## src/rtl/fault_alert_pkg.sv

```systemverilog
package fault_alert_pkg;
  localparam int REG_W  = 8;
  localparam int N_COND = 4;
  localparam int B_EN   = 4;
  localparam int B_SHRT = 5;
  localparam int B_GPI  = 6;
  localparam int B_EXT  = 7;

  // bits that can never reach the alert line
  localparam logic [REG_W-1:0] NO_ALERT = REG_W'(1) << B_GPI;

  // fault register after all clear sources, before sets are merged in
  function automatic logic [REG_W-1:0] apply_clears(
    input logic [REG_W-1:0] cur,
    input logic             wr,
    input logic [REG_W-1:0] wdata,
    input logic             clr_all,
    input logic             en_fall,
    input logic [REG_W-1:0] live
  );
    logic [REG_W-1:0] keep;
    keep = cur;
    if (wr)      keep = keep & wdata;
    if (clr_all) keep = '0;
    if (en_fall) keep = keep & (REG_W'(1) << B_EN);
    return keep | (cur & live);
  endfunction
endpackage

```

## src/rtl/fa_status_reg.sv

```systemverilog
module fa_status_reg
  import fault_alert_pkg::*;
#(
  parameter int SENSE_W    = 12,
  parameter int SHORT_CODE = 8
) (
  input  logic               clk,
  input  logic               rst_n,
  input  logic [N_COND-1:0]  cond_live,
  input  logic [SENSE_W-1:0] sense_code,
  input  logic               gate_on,
  input  logic               gp_in_high,
  output logic               short_hit,
  output logic [REG_W-1:0]   status_q
);
  localparam logic [SENSE_W-1:0] LIMIT = SENSE_W'(SHORT_CODE);

  function automatic logic short_detect(input logic [SENSE_W-1:0] code,
                                        input logic gate);
    return (code >= LIMIT) && !gate;
  endfunction

  logic [REG_W-1:0] status_d;

  assign short_hit = short_detect(sense_code, gate_on);

  always_comb begin
    status_d                 = '0;
    status_d[N_COND-1:0]     = cond_live;
    status_d[B_SHRT]         = short_hit;
    status_d[B_GPI]          = gp_in_high;
  end

  always_ff @(posedge clk) begin
    if (!rst_n) status_q <= '0;
    else        status_q <= status_d;
  end
endmodule

```

## src/rtl/fa_fault_bank.sv

```systemverilog
module fa_fault_bank
  import fault_alert_pkg::*;
(
  input  logic             clk,
  input  logic             rst_n,
  input  logic [REG_W-1:0] set_vec,
  input  logic             wr,
  input  logic [REG_W-1:0] wdata,
  input  logic             clr_all,
  input  logic             en_fall,
  input  logic [REG_W-1:0] live,
  output logic [REG_W-1:0] fault_q
);
  logic [REG_W-1:0] kept;
  logic [REG_W-1:0] fault_d;

  assign kept    = apply_clears(fault_q, wr, wdata, clr_all, en_fall, live);
  assign fault_d = kept | set_vec;

  for (genvar b = 0; b < REG_W; b++) begin : g_bit
    logic bit_q;
    always_ff @(posedge clk) begin
      if (!rst_n) bit_q <= 1'b0;
      else        bit_q <= fault_d[b];
    end
    assign fault_q[b] = bit_q;
  end
endmodule

```

## src/rtl/fa_alert_ctl.sv

```systemverilog
module fa_alert_ctl
  import fault_alert_pkg::*;
(
  input  logic             clk,
  input  logic             rst_n,
  input  logic [REG_W-1:0] fault_q,
  input  logic [REG_W-1:0] mask_q,
  input  logic             release_evt,
  output logic             new_masked,
  output logic             alert_n
);
  logic [REG_W-1:0] prev_q;
  logic             pend_q;

  assign new_masked = |(fault_q & ~prev_q & mask_q);

  always_ff @(posedge clk) begin
    if (!rst_n) begin
      prev_q <= '0;
      pend_q <= 1'b0;
    end else begin
      prev_q <= fault_q;
      if (new_masked)       pend_q <= 1'b1;
      else if (release_evt) pend_q <= 1'b0;
    end
  end

  assign alert_n = ~pend_q;
endmodule

```

## src/rtl/fault_alert_regs.sv

```systemverilog
module fault_alert_regs
  import fault_alert_pkg::*;
#(
  parameter int SENSE_W    = 12,
  parameter int SHORT_CODE = 8
) (
  input  logic               clk,
  input  logic               rst_n,
  input  logic [3:0]         cond_live,
  input  logic [3:0]         cond_set,
  input  logic [SENSE_W-1:0] sense_code,
  input  logic               gate_on,
  input  logic               gp_in_high,
  input  logic               ext_fault_low,
  input  logic               on_pin,
  input  logic               en_pin,
  input  logic               uvlo,
  input  logic               fault_wr,
  input  logic [7:0]         fault_wdata,
  input  logic               mask_wr,
  input  logic [7:0]         mask_wdata,
  input  logic               ctrl_wr,
  input  logic [7:0]         ctrl_wdata,
  input  logic               ara_served,
  input  logic               dev_addressed,
  output logic [7:0]         status,
  output logic [7:0]         fault,
  output logic [7:0]         mask,
  output logic [7:0]         ctrl,
  output logic               alert_n
);
  localparam int CTRL_OFF_BIT = 3;

  logic             on_prev_q, en_prev_q;
  logic [REG_W-1:0] mask_q, ctrl_q;
  logic             short_hit;
  logic             on_fall, en_fall, ctrl_fall, clr_all;
  logic [REG_W-1:0] set_vec;
  logic             new_masked;

  fa_status_reg #(.SENSE_W(SENSE_W), .SHORT_CODE(SHORT_CODE)) u_status (
    .clk(clk), .rst_n(rst_n), .cond_live(cond_live), .sense_code(sense_code),
    .gate_on(gate_on), .gp_in_high(gp_in_high), .short_hit(short_hit),
    .status_q(status)
  );

  always_ff @(posedge clk) begin
    if (!rst_n) begin
      on_prev_q <= 1'b0;
      en_prev_q <= 1'b0;
      mask_q    <= '0;
      ctrl_q    <= '0;
    end else begin
      on_prev_q <= on_pin;
      en_prev_q <= en_pin;
      if (mask_wr) mask_q <= mask_wdata & ~NO_ALERT;
      if (ctrl_wr) ctrl_q <= ctrl_wdata;
    end
  end

  assign on_fall   = on_prev_q & ~on_pin;
  assign en_fall   = en_prev_q & ~en_pin;
  assign ctrl_fall = ctrl_wr & ctrl_q[CTRL_OFF_BIT] & ~ctrl_wdata[CTRL_OFF_BIT];
  assign clr_all   = on_fall | ctrl_fall | uvlo;

  always_comb begin
    set_vec               = '0;
    set_vec[N_COND-1:0]   = cond_set;
    set_vec[B_EN]         = en_fall;
    set_vec[B_SHRT]       = short_hit;
    set_vec[B_GPI]        = gp_in_high;
    set_vec[B_EXT]        = ext_fault_low;
  end

  fa_fault_bank u_bank (
    .clk(clk), .rst_n(rst_n), .set_vec(set_vec), .wr(fault_wr),
    .wdata(fault_wdata), .clr_all(clr_all), .en_fall(en_fall),
    .live(status), .fault_q(fault)
  );

  fa_alert_ctl u_alert (
    .clk(clk), .rst_n(rst_n), .fault_q(fault), .mask_q(mask_q),
    .release_evt(ara_served | dev_addressed), .new_masked(new_masked),
    .alert_n(alert_n)
  );

  assign mask = mask_q;
  assign ctrl = ctrl_q;
endmodule

```

## config.mk

```make
export PLATFORM = sky130hd
export DESIGN_NAME = fault_alert_regs
export DESIGN_NICKNAME = d
export VERILOG_FILES = /design/src/rtl/fault_alert_pkg.sv /design/src/rtl/fa_status_reg.sv /design/src/rtl/fa_fault_bank.sv /design/src/rtl/fa_alert_ctl.sv /design/src/rtl/fault_alert_regs.sv
export SDC_FILE = /design/constraint.sdc
export NUM_CORES = 1
export LEC_CHECK = 0
export CAP_MARGIN = 20
export CORE_AREA = 2 2 66 68
export CTS_CLUSTER_DIAMETER = 150
export DETAILED_ROUTE_END_ITERATION = 10
export DIE_AREA = 0 0 68 70
export PLACE_DENSITY = 0.77
export SYNTH_ARGS = -nofsm -noshare
export SYNTH_HDL_FRONTEND = slang
export SYNTH_SLANG_ARGS = --single-unit
```

## constraint.sdc

```tcl
create_clock -name clk -period 2.2 [get_ports clk]
set_clock_uncertainty 0.1 [all_clocks]
set_input_delay 0.22 -clock clk [delete_from_list [all_inputs] [get_ports clk]]
set_output_delay 0.22 -clock clk [all_outputs]
set_load 0.01 [all_outputs]
```

# After elaboration in Yosys (flattened, before gate mapping)
# Cells that the tools add are included.
[totals] latchBits=0 input_bits=57 ff_bits=42 output_inout_bits=33 mem_bits_rw=0 mem_count=0 mem_bits_ro=0
[classes] shifts=0 bitwise=18 eq_ne=0 n_mux=5 reduce_logical=4 addsub=0 multipliers=0 div=0 n_lt_le_gt_ge=1
[ops] cell="AND 8 bit" count=4
[ops] cell="2-to-1 mux 8 bit" count=3
[ops] cell="OR 8 bit" count=2
[ops] cell=">= comparator 12 x 4 -> 1 bit (second input constant)" count=1
[ops] cell="inverter 8 bit" count=1
[ops] cell="OR reduction 8 bit" count=1
[ops] cell="AND 1 bit" count=4
[ops] cell="inverter 1 bit" count=4
[ops] cell="OR 1 bit" count=3
[ops] cell="2-to-1 mux 1 bit" count=2
[ops] cell="nonzero test 2 bit" count=1
[ops] cell="logical AND 1 bit" count=1
[ops] cell="logical NOT 1 bit" count=1

# Longest topological paths before layout
# Gate-level depths: netlist of run 1.
[logic_depth] ltp_word=8 ltp_mapped=6 depth_no_buf=4

# Hierarchy
# Synthesis of run 1 repeated with hierarchy kept, for this count alone.
[hier_totals] cells_unflattened=166 hier_area_um2=1580.3
[modules_own_cells] module="fault_alert_regs" instances=1 area_per_inst_um2=664.4 cells_per_inst=60
[modules_own_cells] module="fa_fault_bank" instances=1 area_per_inst_um2=387.9 cells_per_inst=50
[modules_own_cells] module="fa_alert_ctl" instances=1 area_per_inst_um2=317.8 cells_per_inst=36
[modules_own_cells] module="fa_status_reg" instances=1 area_per_inst_um2=210.2 cells_per_inst=20

# Worst setup path after synthesis of run 1
# No wires, ideal clock.
[synth_timing] path_type="reg2reg" start="register ctrl_q[3] (netlist: ctrl[3])" end="register u_bank.g_bit[0].bit_q" slack_ps=1024 t_arrival_ps=950 setup_ps=126 path_buffers=1 path_stages_with_launch=6 cell_sequence="dfxtp_1 -> nand3b_4 -> and4b_1 -> buf_6 -> o211ai_1 -> nand3_1"
[synth_via] elab_chain_len=8
[synth_rtl] element="start: declaration" line_no="fault_alert_regs.sv:35" rtl="logic [REG_W-1:0] mask_q, ctrl_q;"
[synth_rtl] element="start signal: assignment" line_no="fault_alert_regs.sv:57" rtl="if (ctrl_wr) ctrl_q <= ctrl_wdata;"
[synth_rtl] element="AND 1 bit (2 in a row)" line_no="fault_alert_regs.sv:63" rtl="assign ctrl_fall = ctrl_wr & ctrl_q[CTRL_OFF_BIT] & ~ctrl_wdata[CTRL_OFF_BIT];"
[synth_rtl] element="OR 1 bit (2 in a row)" line_no="fault_alert_regs.sv:64" rtl="assign clr_all = on_fall | ctrl_fall | uvlo;"
[synth_rtl] element="2-to-1 mux 8 bit" line_no="fault_alert_pkg.sv:24" rtl="if (clr_all) keep = '0;"
[synth_rtl] element="2-to-1 mux 8 bit" line_no="fault_alert_pkg.sv:25" rtl="if (en_fall) keep = keep & (REG_W'(1) << B_EN);"
[synth_rtl] element="OR 8 bit" line_no="fault_alert_pkg.sv:26" rtl="return keep | (cur & live);"
[synth_rtl] element="OR 8 bit" line_no="fa_fault_bank.sv:18" rtl="assign fault_d = kept | set_vec;"
[synth_rtl] element="end signal: assignment" line_no="fa_fault_bank.sv:24" rtl="else bit_q <= fault_d[b];"
[synth_rtl] element="end: declaration" line_no="fa_fault_bank.sv:21" rtl="logic bit_q;"
# Every way passes these cells.
# A chain may end at the register's enable or synchronous reset.

# Final worst setup path of run 1
[layout_timing] start="register ctrl_q[3] (netlist: ctrl[3])" end="output port ctrl[3]"
[layout_lines] element="end: declaration" line_no="fault_alert_regs.sv:29" rtl="output logic [7:0] ctrl,"
# No word-level cell between the ends.

==> results of run 1 <==
layout make-up:
| class | count | area (um^2) | share of cell area |
|---|---|---|---|
| Sequential cell | 39 | 781 | 0.320 |
| Tap cell | 52 | 65.1 | 0.0267 |
| Clock buffer | 6 | 82.6 | 0.0339 |
| Multi-Input combinational cell | 99 | 623 | 0.256 |
| Clock inverter | 2 | 35.0 | 0.0144 |
| Inverter | 4 | 15.0 | 0.00616 |
| Timing Repair Buffer | 84 | 836 | 0.343 |
worst reg2reg max path: cells and delay by family, from the launching register on:
family             cells  cell delay [ps]
AOI/OAI and AO/OA      1              160
and+or+nand+nor        3              550
DFF                    1              340
power breakdown:
part | switching (mW) | internal (mW) | total (mW) | leakage [nW]
registers | 0.0275 | 0.750 | 0.777 | 0.323
logic | 0.0939 | 0.180 | 0.273 | 0.621
clock network | 0.241 | 0.367 | 0.608 | 0.0612
total | 0.363 | 1.30 | 1.66 | 1.00
final timing paths:
check                               end  slack, ps  cells after the start
setup / recovery                ctrl[3]        650                      1
hold / removal        u_alert.prev_q[5]        370                      2
hold reg to reg       u_alert.prev_q[5]        370                      2
setup reg to reg  u_bank.g_bit[7].bit_q       1000                      4
layer usage:
layer / vias up / wire length [um]
li1: 663 / -
met1: 575 / 1430
met2: 39 / 1760
met3: 5 / 182
met4: 0 / 60
met5: - / 0
cell usage after synthesis (all sizes together):
library cell	instances
o32ai	1
nor3	1
inv	4
o21ai	2
a21oi	2
nand3	8
mux2i	15
clkbuf	3
nor2b	1
a311oi	1
o22ai	2
o21a	1
buf	15
conb	1
nand2	14
and4b	1
nor2	18
o211ai	4
and2	13
nand3b	3
o2111ai	1
dfxtp	39
nor4	2
nand2b	4
o21bai	2
registers in the layout, summed over array words and instances, names as in the netlist:
register            cells
mask                    7
on_prev_q               1
u_status.status_q       6
u_bank.g_bit.bit_q      8
ctrl                    8
en_prev_q               1
u_alert.pend_q          1
u_alert.prev_q          7
kinds of logic (layout without fill, tap and decap cells):
group,Yosys count,after routing
AO/OA/AOI/OAI,16,16
buffers and inverters,22,96
flip-flops,39,39
multiplexers,15,15
other,1,3
AND/OR/NAND/NOR,65,65
through the flow:
stage,power [mW],hold slack [ps],std cells,worst slack [ps],utilization
after floorplan,0.913,201,160,1020,-
after global placement,1.07,361,278,546,0.560
after detailed placement,1.07,370,278,541,0.560
after CTS,1.68,369,286,624,0.588
after global routing,1.74,397,286,586,0.588
final,1.66,374,286,647,0.588
==> summary.md, run 1 <==
| Metric | Value |
|---|---|
| Status | finished clean |
| Overall Global Routing Usage | 0.154 |
| Worst setup startpoint | ctrl[3] |
| Final hold violations | 0 |
| HPWL after detailed placement | 2690 um |
| H-Tree Depth | 2 |
| Pin count of the biggest net entering global routing | 27 |
| VDD IR max | roughly 0.27 mV |
| Routability Congestion | 0.790 |
| Most frequent cells in the layout | 82 x clkdlybuf4s50_1, 39 x dfxtp_1, 18 x nor2_1 |
| Slew Limit Fails | 0 |
| Post-synthesis compound-gate area fraction | 0.0772 |
| Diodes inserted | 0 |
| Die Ht | 70 um |
| DR iter-0 viols | 74 |
| Synth Instances | 158 |
| Cts hold-fix bufs | 0 |
| WL/cell | between 10 and 15 um |
| Commonest non-fill, non-tap cell in the layout | clkdlybuf4s50_1 |
| CTS Buffer Depth | 2 |
| Worst stage delay on the critical path | 560 ps |
| # rows | 24 |
| Design Area, Final | about 0.0024 mm^2 |
| Vias in the first global route | 1238 |
| Antenna violations before repair | 0 |
| Top Ports | 90 |
| CORE AREA | 0.00414 mm^2 |
| Post-synth top area cell | dfxtp_1 |
| Reg-to-Reg Start | ctrl[3] |
| CP required | 1880 ps |
| TritonCTS clock tree | yes |
| Max-Cap Viols | 0 |
| Die width | 68 um |
| Cell area power density | 681 mW/mm^2 |
| Worst Path Buf+Inv | 1 |
| Port Buffers | 82 |
| GRT overflow | 0 |
| Via count of the routed design | between 1000 and 1500 |
| YS warnings | 0 |
| RSZ-0062 raised after global routing | false |
| Root Buffer | clkbuf_8 |
| Synthesized area | 0.00154 mm^2 |
| Cell variety after synth | 30 |
| CTS Buf Count | 5 |
| Combinational family with the most area after synthesis | simple AND/OR/NAND/NOR gates |
| Vias per cell | 4.48 |
| Full die area | between 0.004 and 0.005 mm^2 |
| M3 GR Usage | 0.0274 |
| Fin Setup TNS | 0 ps |
| CP Class | flip-flop to output port |
| # setup viols final | 0 |
| Share of layout cells above drive strength 1 | 0.0641 |
| CP Launch Type | flip-flop |
| Post-synthesis simple-gate area fraction | 0.223 |
| Clk_lat worst skew | 280 ps |
| Initial core utilization | 0.372 |
| First-pass GRT wire length | 5520 um |
| Setup bufs post-CTS | 0 |
| Period minus WS final | 1550 ps |
| Synth Area in XOR/XNOR | 0 |
| Pleak | 1.00 nW |
| Yosys top cell area share | 0.507 |
| Nets | 290 |
| Total wire length | 3430 um |
| Drt first pass iters | 4 |
| Clk pin slew, worst setup/hold paths | 70 ps |
| DRC Markers | 0 |
| Post-route ant nets | 0 |
| Final worst path period share | 0.706 |
| Worst hold start | u_bank.g_bit[5].bit_q |
| Arr. time, crit path | approximately 1200 ps |
| Largest cells by area after synthesis | dfxtp_1 51%, mux2i_1 9.7%, buf_4 5.8% |
| F_max | 644 MHz |
| Crit-path cells | clkdlybuf4s50_1 |
| Crit. End Element | output port |
| Slowest CP cell | clkdlybuf4s50_1 |
| Worst Path Max Fanout | 3 |
| Placed Area | between 0.002 and 0.0025 mm^2 |
| Seq cells post-synth | 39 |
| Fill count | ~390 |
| Mux contribution to synthesized area | 0.0975 |
| Met2 Use GR | 0.263 |
| Mapped Avg Cell Area | 9.75 um^2 |
| Sequential-to-total area share from yosys stat | 0.507 |
| Critical path's top delay family | buffers and inverters |
| Area delta synth->final | 58.2% |
| M1 GR Usage | 0.179 |
| Top Usage Layer GRT | met2 |
| Post-Synth Adder-Cell Area | 0 |
| Sink Count | 39 |
| Hold Path Class | flip-flop to flip-flop |
| # resized after CTS | 0 |
Power figures use the tool's default switching activity.
==> run 2, diff against run 1 <==
--- a/config.mk
+++ b/config.mk
@@ -6,11 +6,11 @@
 export NUM_CORES = 1
 export LEC_CHECK = 0
 export CAP_MARGIN = 20
-export CORE_AREA = 2 2 66 68
+export CORE_AREA = 2 2 71 73
 export CTS_CLUSTER_DIAMETER = 150
 export DETAILED_ROUTE_END_ITERATION = 10
-export DIE_AREA = 0 0 68 70
-export PLACE_DENSITY = 0.77
+export DIE_AREA = 0 0 73 75
+export PLACE_DENSITY = 0.7
 export SYNTH_ARGS = -nofsm -noshare
 export SYNTH_HDL_FRONTEND = slang
 export SYNTH_SLANG_ARGS = --single-unit
==> constraint.sdc (replaced) <==
create_clock -name clk -period 1.35 [get_ports clk]
set_clock_uncertainty 0.1 [all_clocks]
set_input_delay 0.135 -clock clk [delete_from_list [all_inputs] [get_ports clk]]
set_output_delay 0.135 -clock clk [all_outputs]
set_load 0.01 [all_outputs]
==> summary.md, run 2 (synthesis gave the netlist of run 1 again) <==
| Metric | Value |
|---|---|
| First-pass GRT wire length | 5740 um |
| Area delta synth->final | 62.2% |
| WL/cell | 12.4 um |
| Worst hold start | ext_fault_low |
| Final hold violations | 0 |
| Full die area | 0.00548 mm^2 |
| Worst Path Buf+Inv | 1 |
| CP required | roughly 1500 ps |
| Worst Path Max Fanout | 7 |
| Port Buffers | 82 |
| Crit. End Element | flip-flop |
| Diodes inserted | 0 |
| Routability Congestion | around 0.84 |
| Slowest CP cell | clkdlybuf4s50_1 |
| Placed Area | 0.00240 mm^2 |
| Vias in the first global route | 1184 |
| CTS Buf Count | 5 |
| Design Area, Final | between 0.002 and 0.0025 mm^2 |
| Hold Path Depth | 3 |
| Worst stage delay on the critical path | 480 ps |
| Final core utilization | 0.536 |
| Hold Path Class | input pin to flip-flop |
| Overall Global Routing Usage | 0.138 |
| Clk pin slew, worst setup/hold paths | around 80 ps |
| Slew Limit Fails | 0 |
| Clk_lat worst skew | 280 ps |
| DRC Markers | 0 |
| Worst Hold End | u_bank.g_bit[7].bit_q |
| Worst reg2reg setup slack | 160 ps |
| Die width | 73 um |
| Via count of the routed design | 1293 |
| GRT overflow | 0 |
| VDD IR max | 0.495 mV |
| DR iter-0 viols | 35 |
| Nets | 299 |
| Pin count of the biggest net entering global routing | 17 |
| # setup viols final | 0 |
| Reg-to-Reg Start | ctrl[3] |
| Sink Count | 39 |
| Cts hold-fix bufs | 0 |
| Root Buffer | clkbuf_8 |
| F_max | around 810 MHz |
| Commonest non-fill, non-tap cell in the layout | clkdlybuf4s50_1 |
| Total wire length | roughly 3700 um |
| Crit-path cells | clkdlybuf4s50_1 > nand3b_4 > and4b_1 > o2111ai_1 > nand2_1 |
| CTS Buffer Depth | 2 |
| H-Tree Depth | 2 |
| Pleak | 1.15 nW |
| Top Ports | 90 |
| Reg2reg end | u_bank.g_bit[7].bit_q |
| Worst reg-to-reg path cell count | 4 |
| Arr. time, crit path | ~1400 ps |
| Critical path's top delay family | simple AND/OR/NAND/NOR gates |
| Most frequent cells in the layout | 52 x clkdlybuf4s50_1, 38 x dfxtp_1, 30 x dlygate4sd2_1 |
| HPWL after detailed placement | 3050 um |
| Final worst path period share | 0.910 |
| Die Ht | 75 um |
| Status | finished clean |
| Final worst setup slack | 122 ps |
| CORE AREA | roughly 0.0047 mm^2 |
| Max-Cap Viols | 0 |
| Share of layout cells above drive strength 1 | 0.0988 |
| Initial core utilization | 0.330 |
| Period minus WS final | 1230 ps |
| Fin Setup TNS | 0 ps |
| # rows | 25 |
| Vias per cell | 4.35 |
| CP Class | input pin to flip-flop |
| Cell area power density | 1140 mW/mm^2 |
| Post-route ant nets | 0 |
| Drt first pass iters | 4 |
| CP Launch Type | input pin |
| Pre-CTS setup slack | -209 ps |
| TritonCTS clock tree | yes |
| Antenna violations before repair | 0 |
| RSZ-0062 raised after global routing | false |
[run 2: worst max-delay path by stage]
stage	startpoint	endpoint	slack [ps]	cells past startpoint
6_report	ctrl_wdata[3]	u_bank.g_bit[7].bit_q	120	5
2_1_floorplan	ctrl[3]	u_bank.g_bit[0].bit_q	170	5
4_1_cts	ctrl_wdata[3]	u_bank.g_bit[7].bit_q	110	5
3_5_place_dp	ctrl_wdata[3]	u_bank.g_bit[7].bit_q	-210	5
3_3_place_gp	ctrl_wdata[3]	u_bank.g_bit[7].bit_q	-180	5
5_1_grt	ctrl_wdata[3]	u_bank.g_bit[0].bit_q	20	5
[run 2: per-stage QoR]
step / total power [mW] / hold WS [ps] / instances
finish: 2.84 / 287 / 297
global route: 2.96 / 314 / 297
CTS: 2.88 / 289 / 297
detailed placement: 1.77 / 369 / 289
global placement: 1.77 / 367 / 289
floorplan: 1.49 / 116 / 160
[run 2: final cells by class]
class	instances	area, um^2
flip-flops and latches	39	782
fillers	448	2160
clock buffers	6	72.6
clock inverters	2	60.1
multi-input cells	99	623
well taps	54	67.6
repair buffers	93	878
inverters	4	15.0
[run 2: what timing repair did]
item	4_1_cts	5_1_grt
endpoints found under the setup margin	30	0
setup buffers	0	0
gates resized for setup	31	0
[run 2: report_power, final]
group          leakage [nW]  switching (mW)  total (mW)  internal (mW)
Clock                0.0654           0.403        1.14          0.739
Combinational         0.766           0.162       0.436          0.274
Sequential            0.323          0.0422        1.26           1.22
Total                  1.15           0.607        2.84           2.24
[run 2: layer usage]
layer | vias up | GRT usage | part of all wire
li1 | 682 | - | -
met1 | 565 | 0.184 | 0.46
met2 | 39 | 0.212 | 0.48
met3 | 7 | 0.0321 | 0.052
met4 | 0 | 0.0617 | 0.017
met5 | - | 0 | 0
[run 2: worst min-delay path: stages]
cell and delay (ps):
clkdlybuf4s50_1 400, nand2_1 60, nand2_1 40
==> run 3, diff against run 2 <==
--- a/config.mk
+++ b/config.mk
@@ -7,7 +7,6 @@
 export LEC_CHECK = 0
 export CAP_MARGIN = 20
 export CORE_AREA = 2 2 71 73
-export CTS_CLUSTER_DIAMETER = 150
 export DETAILED_ROUTE_END_ITERATION = 10
 export DIE_AREA = 0 0 73 75
 export PLACE_DENSITY = 0.7
==> constraint.sdc (replaced) <==
create_clock -name clk -period 1 [get_ports clk]
set_clock_uncertainty 0.1 [all_clocks]
set_input_delay 0.1 -clock clk [delete_from_list [all_inputs] [get_ports clk]]
set_output_delay 0.1 -clock clk [all_outputs]
set_load 0.01 [all_outputs]
==> summary.md, run 3 (synthesis gave the netlist of run 1 again) <==
| Metric | Value |
|---|---|
| CTS Buffer Depth | 2 |
| Vias per cell | between 4 and 5 |
| H-Tree Depth | 2 |
| Area delta synth->final | 66.0% |
| Max-Cap Viols | 0 |
| Port Buffers | 82 |
| WL/cell | 13.0 um |
| Vias in the first global route | ~1300 |
| CP Launch Type | flip-flop |
| Diodes inserted | 0 |
| Full die area | 0.00548 mm^2 |
| Final core utilization | 0.548 |
| HPWL after detailed placement | approximately 3200 um |
| # setup viols final | 8 |
| Overall Global Routing Usage | 0.149 |
| CORE AREA | around 0.0047 mm^2 |
| Worst Path Max Fanout | 7 |
| Share of layout cells above drive strength 1 | 0.385 |
| Sequential Area | roughly 800 um^2 |
| Slew Limit Fails | 0 |
| CP Class | flip-flop to flip-flop |
| Commonest non-fill, non-tap cell in the layout | clkdlybuf4s50_1 |
| Cts hold-fix bufs | 0 |
| Setup bufs post-CTS | 0 |
| Pre-CTS setup slack | -556 ps |
| Most frequent cells in the layout | 51 x clkdlybuf4s50_1, 23 x buf_2, 21 x dfxtp_2 |
| First-pass GRT wire length | 6060 um |
| # rows | 25 |
| Die Ht | roughly 75 um |
| CP required | 1120 ps |
| F_max | 893 MHz |
| Failing checks | setup timing |
| Hold Path Class | input pin to flip-flop |
| Multi-input gate area | 664 um^2 |
| Drt first pass iters | 4 |
| Post-route ant nets | 0 |
| Antenna violations before repair | 0 |
| Pin count of the biggest net entering global routing | 17 |
| Status | finished with violations |
| Root Buffer | clkbuf_8 |
| Total wire length | slightly below 4000 um |
| VDD IR max | 0.873 mV |
| Final worst setup slack | -120 ps |
| Pleak | 1.16 nW |
| Final worst path period share | 1.12 |
| Nets | 308 |
| Fin Setup TNS | -753 ps |
| TritonCTS clock tree | yes |
| RSZ-0062 raised after global routing | true |
| Crit. End Element | flip-flop |
| Arr. time, crit path | 1240 ps |
| Final hold violations | 0 |
| Via count of the routed design | ~1400 |
| Worst reg2reg setup slack | -120 ps |
| Initial core utilization | 0.330 |
| Routability Congestion | 0.759 |
| Clk pin slew, worst setup/hold paths | roughly 80 ps |
| GRT overflow | 0 |
| Die width | 73 um |
| DR iter-0 viols | 30 |
| Period minus WS final | 1120 ps |
| Clk_lat worst skew | 290 ps |
| Top Ports | 90 |
| Sink Count | 39 |
| CTS Buf Count | 5 |
| Cell area power density | 1390 mW/mm^2 |
| Total Power | 3.55 mW |
| Fill count | between 400 and 500 |
| DRC Markers | 0 |
## run 3: path summary, 6_finish.rpt
| kind | startpoint | to | depth (start not counted) |
|---|---|---|---|
| max reg2reg | ctrl[3] | u_bank.g_bit[5].bit_q | 4 |
| max | ctrl[3] | u_bank.g_bit[5].bit_q | 4 |
| min reg2reg | u_bank.g_bit[6].bit_q | u_bank.g_bit[6].bit_q | 2 |
| min | ext_fault_low | u_bank.g_bit[7].bit_q | 3 |
## run 3: metrics by stage
| stage | cells | area (um^2) | hold WS (ps) |
|---|---|---|---|
| 6_report | 306 | 2560 | 247 |
| 4_1_cts | 307 | 2500 | 239 |
| 3_3_place_gp | 300 | 2500 | 366 |
| 3_5_place_dp | 300 | 2500 | 376 |
| 2_1_floorplan | 160 | 1550 | 80.8 |
| 5_1_grt | 306 | 2560 | 256 |
## run 3: power breakdown
group	internal, mW	leakage (nW)	total (mW)	switching (mW)
sequential	1.66	0.331	1.72	0.0618
combinational	0.418	0.779	0.660	0.242
clock	0.629	0.0548	1.17	0.543
total	2.70	1.16	3.55	0.847
## run 3: repair_timing
| action | 4_1_cts | 5_1_grt |
|---|---|---|
| endpoints found under the hold margin | 0 | 0 |
| pin swaps | 9 | 9 |
| gates resized for setup | 143 | 22 |
| endpoints found under the setup margin | 46 | 19 |
## run 3: critical path: stages, from the launching register on
cell and delay [ps]:
dfxtp_4 360, nand3b_4 80, and4b_4 320, a21oi_2 70, o21bai_1 130
## run 3: final cells by class
type / instances / share of cell area
well taps: 54 / 0.0264
multi-input cells: 99 / 0.260
clock buffers: 7 / 0.0377
inverters: 4 / 0.00587
clock inverters: 1 / 0.00245
repair buffers: 102 / 0.349
flip-flops and latches: 39 / 0.319
## run 3: layer usage
layer | global-route usage | vias up | wire length [um]
met1 | 0.167 | 632 | 1650
met3 | 0.0442 | 7 | 181
met5 | 0 | - | 0
met2 | 0.259 | 43 | 2040
met4 | 0.0720 | 0 | 97
li1 | - | 700 | -
